`src/rtl/gpio_pkg.sv`:
```
package gpio_pkg;
  localparam int unsigned PIN_W = 16;
  localparam int unsigned ADDR_W = 12;
  localparam logic [3:0] PG_PU  = 4'h0;
  localparam logic [3:0] PG_DIR = 4'h2;
  localparam logic [3:0] PG_IN  = 4'h3;
  localparam logic [3:0] PG_OUT = 4'h4;
  localparam logic [3:0] PG_ANA = 4'h5;
  typedef logic [PIN_W-1:0] pin_vec_t;
endpackage

```
`src/rtl/gpio_in_sync.sv`:
```
module gpio_in_sync #(
  parameter int unsigned W = 16
) (
  input  logic         clk_i,
  input  logic         rst_ni,
  input  logic [W-1:0] pin_i,
  output logic [W-1:0] sync_o
);
  logic [W-1:0] meta_q, sync_q;
  logic [1:0]   warm_q;

  always_ff @(posedge clk_i or negedge rst_ni) begin
    if (!rst_ni) begin
      meta_q <= '0;
      sync_q <= '0;
      warm_q <= '0;
    end else begin
      meta_q <= pin_i;
      sync_q <= meta_q;
      if (warm_q != 2'd2) warm_q <= warm_q + 2'd1;
    end
  end

  assign sync_o = sync_q;


  sync_lat_chk: assert property (@(posedge clk_i) disable iff (!rst_ni)
    (warm_q == 2'd2) |-> (sync_o == $past(pin_i, 2)));
endmodule

```
`src/rtl/gpio_regs.sv`:
```
module gpio_regs
  import gpio_pkg::*;
#(
  parameter int unsigned NUM_PORTS = 9,
  parameter int unsigned PU_PORTS  = 8,
  parameter logic [PIN_W-1:0] PU0_RST = 16'h001F,
  parameter logic [PIN_W-1:0] ANA_RST = 16'hFFFF,
  localparam int unsigned W = NUM_PORTS * PIN_W
) (
  input  logic              clk_i,
  input  logic              rst_ni,
  input  logic              we_i,
  input  logic [ADDR_W-1:0] addr_i,
  input  logic [31:0]       wdata_i,
  input  logic [W-1:0]      in_data_i,
  output logic [W-1:0]      pu_o,
  output logic [W-1:0]      dir_o,
  output logic [W-1:0]      dout_o,
  output pin_vec_t          ana_o,
  output logic [31:0]       rdata_o
);
  pin_vec_t pu_q   [PU_PORTS];
  pin_vec_t dir_q  [NUM_PORTS];
  pin_vec_t dout_q [NUM_PORTS];
  pin_vec_t ana_q;

  logic [3:0] page;
  logic [5:0] word;
  logic       aligned;

  assign page    = addr_i[11:8];
  assign word    = addr_i[7:2];
  assign aligned = (addr_i[1:0] == 2'b00);

  always_ff @(posedge clk_i or negedge rst_ni) begin
    if (!rst_ni) begin
      for (int p = 0; p < NUM_PORTS; p++) begin
        dir_q[p]  <= '0;
        dout_q[p] <= '0;
      end
      for (int p = 0; p < PU_PORTS; p++) pu_q[p] <= (p == 0) ? PU0_RST : '0;
      ana_q <= ANA_RST;
    end else if (we_i && aligned) begin
      for (int p = 0; p < NUM_PORTS; p++) begin
        if (page == PG_DIR && word == 6'(p)) dir_q[p]  <= wdata_i[PIN_W-1:0];
        if (page == PG_OUT && word == 6'(p)) dout_q[p] <= wdata_i[PIN_W-1:0];
      end
      for (int p = 0; p < PU_PORTS; p++)
        if (page == PG_PU && word == 6'(p)) pu_q[p] <= wdata_i[PIN_W-1:0];
      if (page == PG_ANA && word == 6'd0) ana_q <= wdata_i[PIN_W-1:0];
    end
  end

  always_comb begin
    for (int p = 0; p < NUM_PORTS; p++) begin
      dir_o[p*PIN_W +: PIN_W]  = dir_q[p];
      dout_o[p*PIN_W +: PIN_W] = dout_q[p];
      pu_o[p*PIN_W +: PIN_W]   = '0;
    end
    for (int p = 0; p < PU_PORTS; p++) pu_o[p*PIN_W +: PIN_W] = pu_q[p];
  end
  assign ana_o = ana_q;

  always_comb begin
    rdata_o = '0;
    if (aligned) begin
      unique case (page)
        PG_PU:
          for (int p = 0; p < PU_PORTS; p++)
            if (word == 6'(p)) rdata_o = {16'h0000, pu_q[p]};
        PG_DIR:
          for (int p = 0; p < NUM_PORTS; p++)
            if (word == 6'(p)) rdata_o = {16'h0000, dir_q[p]};
        PG_IN:
          for (int p = 0; p < NUM_PORTS; p++)
            if (word == 6'(p)) rdata_o = {16'h0000, in_data_i[p*PIN_W +: PIN_W]};
        PG_OUT:
          for (int p = 0; p < NUM_PORTS; p++)
            if (word == 6'(p)) rdata_o = {16'h0000, dout_q[p]};
        PG_ANA:
          if (word == 6'd0) rdata_o = {16'hFFFF, ana_q};
        default: rdata_o = '0;
      endcase
    end
  end


  upper_zero_chk: assert property (@(posedge clk_i) disable iff (!rst_ni)
    !(aligned && page == PG_ANA && word == 6'd0) |-> (rdata_o[31:16] == 16'h0000));


  in_wr_ignored_chk: assert property (@(posedge clk_i) disable iff (!rst_ni)
    (we_i && aligned && page == PG_IN) |=> ($stable(dir_o) && $stable(dout_o) && $stable(pu_o) && $stable(ana_o)));
endmodule

```
`src/rtl/gpio_pin_mux.sv`:
```
module gpio_pin_mux
  import gpio_pkg::*;
#(
  parameter int unsigned NUM_PORTS = 9,
  parameter int unsigned PU_PORTS  = 8,
  parameter int unsigned ANA_PORT  = 1,
  localparam int unsigned W = NUM_PORTS * PIN_W
) (
  input  logic         clk_i,
  input  logic         rst_ni,
  input  logic [W-1:0] pu_i,
  input  logic [W-1:0] dir_i,
  input  logic [W-1:0] dout_i,
  input  pin_vec_t     ana_i,
  input  logic [W-1:0] psel_i,
  input  logic [W-1:0] poe_i,
  input  logic [W-1:0] pout_i,
  input  logic [W-1:0] sync_i,
  output logic [W-1:0] oe_o,
  output logic [W-1:0] out_o,
  output logic [W-1:0] pu_o,
  output logic [W-1:0] in_vis_o
);
  for (genvar p = 0; p < NUM_PORTS; p++) begin : g_port
    for (genvar b = 0; b < PIN_W; b++) begin : g_pin
      localparam int unsigned I = p * PIN_W + b;
      logic is_ana, oe, drv;

      if (p == ANA_PORT) begin : g_ana
        assign is_ana = ana_i[b];
      end else begin : g_dig
        assign is_ana = 1'b0;
      end

      always_comb begin
        if (is_ana) begin
          oe  = 1'b0;
          drv = 1'b0;
        end else if (psel_i[I]) begin
          oe  = poe_i[I];
          drv = pout_i[I];
        end else begin
          oe  = dir_i[I];
          drv = dout_i[I];
        end
      end

      assign oe_o[I]     = oe;
      assign out_o[I]    = oe & drv;
      assign pu_o[I]     = pu_i[I] & ~oe & ~is_ana;
      assign in_vis_o[I] = sync_i[I] & ~is_ana;


      pu_in_only_chk: assert property (@(posedge clk_i) disable iff (!rst_ni)
        !(oe_o[I] && pu_o[I]));

      gpio_in_quiet_chk: assert property (@(posedge clk_i) disable iff (!rst_ni)
        (!is_ana && !psel_i[I] && !dir_i[I]) |-> (!oe_o[I] && !out_o[I]));

      periph_oe_chk: assert property (@(posedge clk_i) disable iff (!rst_ni)
        (!is_ana && psel_i[I]) |-> (oe_o[I] == poe_i[I]));

      ana_off_chk: assert property (@(posedge clk_i) disable iff (!rst_ni)
        is_ana |-> (!oe_o[I] && !out_o[I] && !pu_o[I] && !in_vis_o[I]));
      if (p >= PU_PORTS) begin : g_nopu

        no_pu_chk: assert property (@(posedge clk_i) disable iff (!rst_ni)
          !pu_o[I]);
      end
    end
  end
endmodule

```
`src/rtl/gpio_port_ctrl.sv`:
```
module gpio_port_ctrl
  import gpio_pkg::*;
#(
  parameter int unsigned NUM_PORTS = 9,
  parameter int unsigned PU_PORTS  = 8,
  parameter int unsigned ANA_PORT  = 1,
  localparam int unsigned W = NUM_PORTS * PIN_W
) (
  input  logic              clk_i,
  input  logic              rst_ni,
  input  logic              bus_we_i,
  input  logic [ADDR_W-1:0] bus_addr_i,
  input  logic [31:0]       bus_wdata_i,
  output logic [31:0]       bus_rdata_o,
  input  logic [W-1:0]      pin_in_i,
  input  logic [W-1:0]      periph_sel_i,
  input  logic [W-1:0]      periph_oe_i,
  input  logic [W-1:0]      periph_out_i,
  output logic [W-1:0]      pin_oe_o,
  output logic [W-1:0]      pin_out_o,
  output logic [W-1:0]      pin_pu_o
);
  logic [W-1:0] pu_bits, dir_bits, dout_bits, sync_bits, in_vis;
  pin_vec_t     ana_bits;

  gpio_in_sync #(.W(W)) u_sync (
    .clk_i  (clk_i),
    .rst_ni (rst_ni),
    .pin_i  (pin_in_i),
    .sync_o (sync_bits)
  );

  gpio_regs #(.NUM_PORTS(NUM_PORTS), .PU_PORTS(PU_PORTS)) u_regs (
    .clk_i     (clk_i),
    .rst_ni    (rst_ni),
    .we_i      (bus_we_i),
    .addr_i    (bus_addr_i),
    .wdata_i   (bus_wdata_i),
    .in_data_i (in_vis),
    .pu_o      (pu_bits),
    .dir_o     (dir_bits),
    .dout_o    (dout_bits),
    .ana_o     (ana_bits),
    .rdata_o   (bus_rdata_o)
  );

  gpio_pin_mux #(.NUM_PORTS(NUM_PORTS), .PU_PORTS(PU_PORTS), .ANA_PORT(ANA_PORT)) u_mux (
    .clk_i    (clk_i),
    .rst_ni   (rst_ni),
    .pu_i     (pu_bits),
    .dir_i    (dir_bits),
    .dout_i   (dout_bits),
    .ana_i    (ana_bits),
    .psel_i   (periph_sel_i),
    .poe_i    (periph_oe_i),
    .pout_i   (periph_out_i),
    .sync_i   (sync_bits),
    .oe_o     (pin_oe_o),
    .out_o    (pin_out_o),
    .pu_o     (pin_pu_o),
    .in_vis_o (in_vis)
  );
endmodule

```
`config.mk`:
```
export PLATFORM = sky130hd
export DESIGN_NAME = gpio_port_ctrl
export DESIGN_NICKNAME = d
export VERILOG_FILES = /design/src/rtl/gpio_pkg.sv /design/src/rtl/gpio_in_sync.sv /design/src/rtl/gpio_regs.sv /design/src/rtl/gpio_pin_mux.sv /design/src/rtl/gpio_port_ctrl.sv
export SDC_FILE = /design/constraint.sdc
export NUM_CORES = 1
export LEC_CHECK = 0
export BUFFER_PORTS_ARGS = -buffer_cell sky130_fd_sc_hd__buf_2
export CAP_MARGIN = 20
export CORE_AREA = 3 3 427 429
export DETAILED_ROUTE_END_ITERATION = 10
export DIE_AREA = 0 0 430 432
export PLACE_DENSITY = 0.48
export RECOVER_POWER = 25
export SETUP_SLACK_MARGIN = 0.4
export SYNTH_ARGS = -nofsm -noshare
export SYNTH_HDL_FRONTEND = slang
export SYNTH_SLANG_ARGS = --single-unit
```
`constraint.sdc`:
```
create_clock -name clk_i -period 5.1 [get_ports clk_i]
set_clock_uncertainty 0.1 [all_clocks]
set_input_delay 1.02 -clock clk_i [delete_from_list [all_inputs] [get_ports clk_i]]
set_output_delay 1.02 -clock clk_i [all_outputs]
set_load 0.03 [all_outputs]
```
* Yosys cells after proc, flatten, opt, wreduce, memory -nomap -nowiden
Cells that the tools add are included.
** Cells by class
- Add/sub/neg operators :: 0
- $mul :: 0
- Divide/modulo/power cells :: 0
- Order comparisons :: 0
- Eq/ne operators :: 12
- Shift operators :: 0
- Multiplexer cells :: 358
- Bitwise logic cells :: 448
- Reductions and logical operators :: 58
** Operator list (count)
- $mux W16 :: 35
- $mux W1 :: 320
- $and A1 B1 Y1 :: 304
- $pmux W32 S5 :: 1
- $not A1 Y1 :: 144
- $mux W32 :: 2
- $reduce_and A2 Y1 :: 27
- $logic_and A1 B1 Y1 :: 28
- $eq A6 B3 Y1 const B :: 4
- $eq A6 B2 Y1 const B :: 2
- $eq A4 B2 Y1 const B :: 2
- $eq A4 B3 Y1 const B :: 2
- $eq A6 B1 Y1 const B :: 1
- $eq A6 B4 Y1 const B :: 1
- $logic_not A6 Y1 :: 1
- $logic_not A4 Y1 :: 1
- $logic_not A2 Y1 :: 1
** Storage, ports and cells
- Bits in registers :: 720
- Latch bits :: 0
- Bits in writable memories :: 0
- Memory bits (read-only) :: 0
- Input port bits :: 623
- Output and inout port bits :: 464
- Word-level logic and storage cells :: 905
- Memories kept :: 0

* Longest topological paths before layout
- Depth in word-level cells :: 12
- Depth in mapped cells :: 12
- Mapped depth without buffers :: 7

* Modules after synthesis
Synthesis repeated with hierarchy kept, for this count alone.
** Second synthesis, totals
- Cell total of the unflattened synthesis :: 3152
- Area total of the unflattened synthesis :: 36638.9 µm²
** By module, submodules not included
- gpio_regs :: times used 1, cells an instance 1712, area an instance 21684.5 µm², seq. area each 10836.6 µm²
- gpio_pin_mux :: times used 1, cells an instance 1152, area an instance 7747.4 µm², seq. area each 0.0 µm²
- gpio_in_sync :: times used 1, cells an instance 288, area an instance 7206.9 µm², seq. area each 7206.9 µm²

* Least setup slack after synthesis
OpenSTA, ideal clock, no wires.
- Path kind :: input -> output
- From :: input port bus_addr_i[2]
- To :: output port bus_rdata_o[17]
- Arrival :: 3711 ps
- Required time :: 3980 ps
- Path slack :: 269 ps
- Cell stages on the path :: 8
- Buffers on the path :: 4
- Cell sequence :: buf_2 > or4_4 > nor3_4 > and3_1 > buf_4 > buf_2 > nor2b_1 > buf_4
** On the way
- Word-level cells in the longest chain between the ends :: 4
** RTL lines
- from (decl) :: RTL line gpio_port_ctrl.sv:12 : input logic [ADDR_W-1:0] bus_addr_i,
- $logic_not A6 Y1 :: RTL line gpio_regs.sv:81 : if (word == 6'd0) rdata_o = {16'hFFFF, ana_q};
- $mux W32 :: RTL line gpio_regs.sv:81
- $pmux W32 S5 :: RTL line gpio_regs.sv:67 : unique case (page)
- $mux W32 :: RTL line gpio_regs.sv:66 : if (aligned) begin
- to (decl) :: RTL line gpio_port_ctrl.sv:14 : output logic [31:0] bus_rdata_o,
Every way passes these cells.

* Worst setup path after layout
- From :: input port bus_addr_i[7]
- To :: output port bus_rdata_o[2]
** On the way
- Word-level cells in the longest chain between the ends :: 12
- Elaborated cells on any way between the ends :: 47
- Those cells by class :: eq/ne (8); mux (38); reduce/logical (1)
** RTL lines (RTL line)
- $logic_not A6 Y1
- $mux W16 (on tied branches) (9 in a row) :: gpio_regs.sv:79, gpio_regs.sv:73, gpio_regs.sv:76
- $pmux W32 S5 * :: gpio_regs.sv:67
- $mux W32 * :: gpio_regs.sv:66
Every way passes the cells marked *; elsewhere a longest branch is shown, timed or not.

==> summary.txt <==
Floorplanning
  – Die width: 430 µm
  – Full die area: 186,000 µm²
  – FP Rows: 155
  – Initial Utilization: 19.0%
  – I/O pins: 1,087
  – Die Y: 432 µm
  – Core area: 179,000 µm²

Yosys
  – Post-Synthesis Cells: 2,792
  – FF+latch count, synth: 720
  – Top cells by count, synth: dfrtp_1 (699), mux2_2 (455), mux2i_1 (260)
  – Avg Synthesized Cell Area: 12.1 µm²
  – Top-count cell post-synth: dfrtp_1
  – Number of synthesized flops with an enable pin: 0
  – Largest cells by area after synthesis: dfrtp_1 (52%), mux2_2 (15%), mux2i_1 (7.7%)
  – Register area share after synthesis: 53.2%
  – Top cell type's share of synthesized area: 51.6%
  – Synth Warn #: 0
  – Yosys cell types: 68
  – Async set-reset flop share out of synthesis: 100%
  – Main synth FF type: dfrtp_1
  – Synth area leader: dfrtp_1
  – Post-Synthesis Cell Area: 33,900 µm²

Detailed routing
  – DR iter-0 viols: 2,712
  – Final wirelength: 228,000 µm
  – Vias/cell: 4.58
  – Final routed DRC violation total: 0
  – Post-route ant nets: 0
  – Vias: 28,797
  – Routed wire per std cell: 36.3 µm
  – Initial DRT Pass Iterations: 8

Clocking
  – TritonCTS buffer count: 82
  – Max clock buf depth: 3
  – Clock root cell: clkbuf_16
  – Clock Pin Slew Worst Setup and Hold Paths: 0.07 ns
  – CTS Sinks: 720
  – CTS tree: built
  – # H-tree levels: 3
  – Clk_lat worst skew: 0.68 ns

Power and ir drop
  – Worst VDD drop: 0.206 mV
  – Total Power: 0.0134 W
  – Power Density: 294 nW/µm²
  – Lkg Pwr: 23.4 nW

Critical path
  – Reg2reg setup slack: 3.94 ns
  – R2r startpoint: u_regs.dout_o[139]
  – WS Path Type: in -> out
  – Worst EP required: 3.98 ns
  – Crit Reg-Reg Endpoint: u_regs.dout_o[139]
  – Cells on worst reg2reg path: 1
  – Critical path peak fanout: 10
  – Critical path launch point type: input pin
  – CP arrival: 3.64 ns
  – Setup crit end kind: output port

Timing
  – Tightest Pin Transition: 3.26 ns
  – Setup violators final: 0
  – Final period utilization: 93.3%
  – Worst slew margin: -118%
  – Final Hold Violating Endpoints: 0
  – Setup WS post-layout: 0.343 ns
  – Pins Over Slew Limit: 94
  – Setup TNS: 0 ns
  – Crit path time final: 4.76 ns
  – Achievable frequency: 210 MHz
  – RSZ-0062 raised after global routing: yes

Hold path
  – Hold Crit Depth: 0
  – Hold Path Class: reg -> reg
  – WHS Endpoint: u_sync.sync_o[6]
  – Hold Crit Start: u_sync.meta_q[6]

Layout
  – Final std cells w/o fill: 6,285
  – Area Growth Syn to Fin: 34.1%
  – Layout net count: 4,450
  – Share of layout cells above drive strength 1: 49.3%

Global route
  – Initial antenna violation count: 93
  – Largest net degree at the start of global routing: 103
  – Vias in the first global route: 28,557
  – GRT Total Usage: 23.5%
  – GR Overflow Total: 0
  – First-pass GRT wire length: 289,000 µm

Placed design
  – HPWL after DPL: 181,000 µm
  – Post-place setup slack: -0.778 ns
  – DP Cell Count: 6,056
  – Placer Congestion: 0.971
  – Port Buf Inserts: 1,054

Run status
  – Failing checks: max-capacitance violations, max-slew violations
  – Outcome: finished with violations

Run
  – Max Cap Violations: 1
worst max-delay path, cell delays in order:
cell and delay, ns:
buf_2 0.17, buf_4 0.20, nor4b_4 0.06, and2_4 0.19
buf_4 0.15, clkbuf_16 0.22, a222oi_1 0.95, o221a_2 0.37
o32ai_2 0.08, buf_4 0.20
logic make-up after synthesis:
kind of cell / count (synthesis) / synth area share, %
multiplexers: 725 / 23.1
flip-flops: 720 / 53.2
AND/OR/NAND/NOR: 538 / 8.31
buffers and inverters: 437 / 7.25
AO/OA/AOI/OAI: 371 / 8.08
other: 1 / 0.0111
cells in the final DEF, fill, tap and decap left out, drive strengths merged, types with 32 or more instances in the layout:
master,Yosys,routed
buf,255,1207
dfrtp,699,699
mux2,465,465
mux2i,260,260
nor2,175,175
clkbuf,64,160
and2,136,136
inv,118,125
nand2,97,97
a21oi,53,53
a221oi,51,51
o21ai,46,46
a22oi,43,43
diode,0,35
nor3,32,32
how the worst max path moves through the flow:
stage,startpoint,endpoint,cells past startpoint
final,bus_addr_i[7],bus_rdata_o[2],10
after global placement,bus_addr_i[2],bus_rdata_o[5],12
after detailed placement,bus_addr_i[2],bus_rdata_o[5],12
after global routing,rst_ni,u_sync.sync_o[104],3
after CTS,bus_addr_i[7],bus_rdata_o[5],13
after floorplan,bus_addr_i[2],bus_rdata_o[17],8
area by class of cell:
type	count	area [µm²]
tap	2355	2950
fill	19136	133000
multi-input combinational	1650	13800
sequential	720	18000
timing repair buffer	1255	7440
clock inverter	36	418
clock buffer	116	2340
antenna	35	87.6
inverter	118	443
metal layers:
metal / track usage (%) / vias to the layer above / wire length [µm]
met3: 4.10 / 401 / 13500
met2: 38.4 / 1434 / 108000
met1: 30.4 / 14969 / 96000
met5: 0 / - / 105
met4: 10.2 / 16 / 10900
li1: - / 11977 / -
power by group:
| group | total [W] | internal, W | switching, W | leakage (nW) |
|---|---|---|---|---|
| sequential | 0.00592 | 0.00584 | 0.0000736 | 9.31 |
| combinational | 0.00130 | 0.000426 | 0.000878 | 12.7 |
| clock | 0.00615 | 0.00349 | 0.00265 | 1.35 |
state kept, by name, indices dropped and copies added, names as in the netlist:
name,flops
u_regs.dir_o,144
u_regs.ana_o,16
u_regs.dout_o,144
u_sync.meta_q,144
u_sync.sync_o,144
u_regs.pu_o,128
repair_timing:
| item | in CTS | in global routing |
|---|---|---|
| endpoints found under the setup margin | 16 | 16 |
| gates cloned | 4 | 4 |
| hold buffers | 0 | 0 |
| pin swaps | 18 | 21 |
| gates resized for setup | 51 | 29 |
| setup buffers | 21 | 13 |
stage by stage:
stage / utilization, % / hold slack, ns / instance area, µm²
6_report: 25.5 / 0.224 / 45500
5_1_grt: 25.4 / 0.251 / 45400
4_1_cts: 25.3 / 0.233 / 45100
3_5_place_dp: 23.4 / 0.235 / 41800
3_3_place_gp: 23.4 / 0.234 / 41800
2_1_floorplan: - / 0.231 / 34000
No activity file was read; power rests on OpenSTA's default activity.
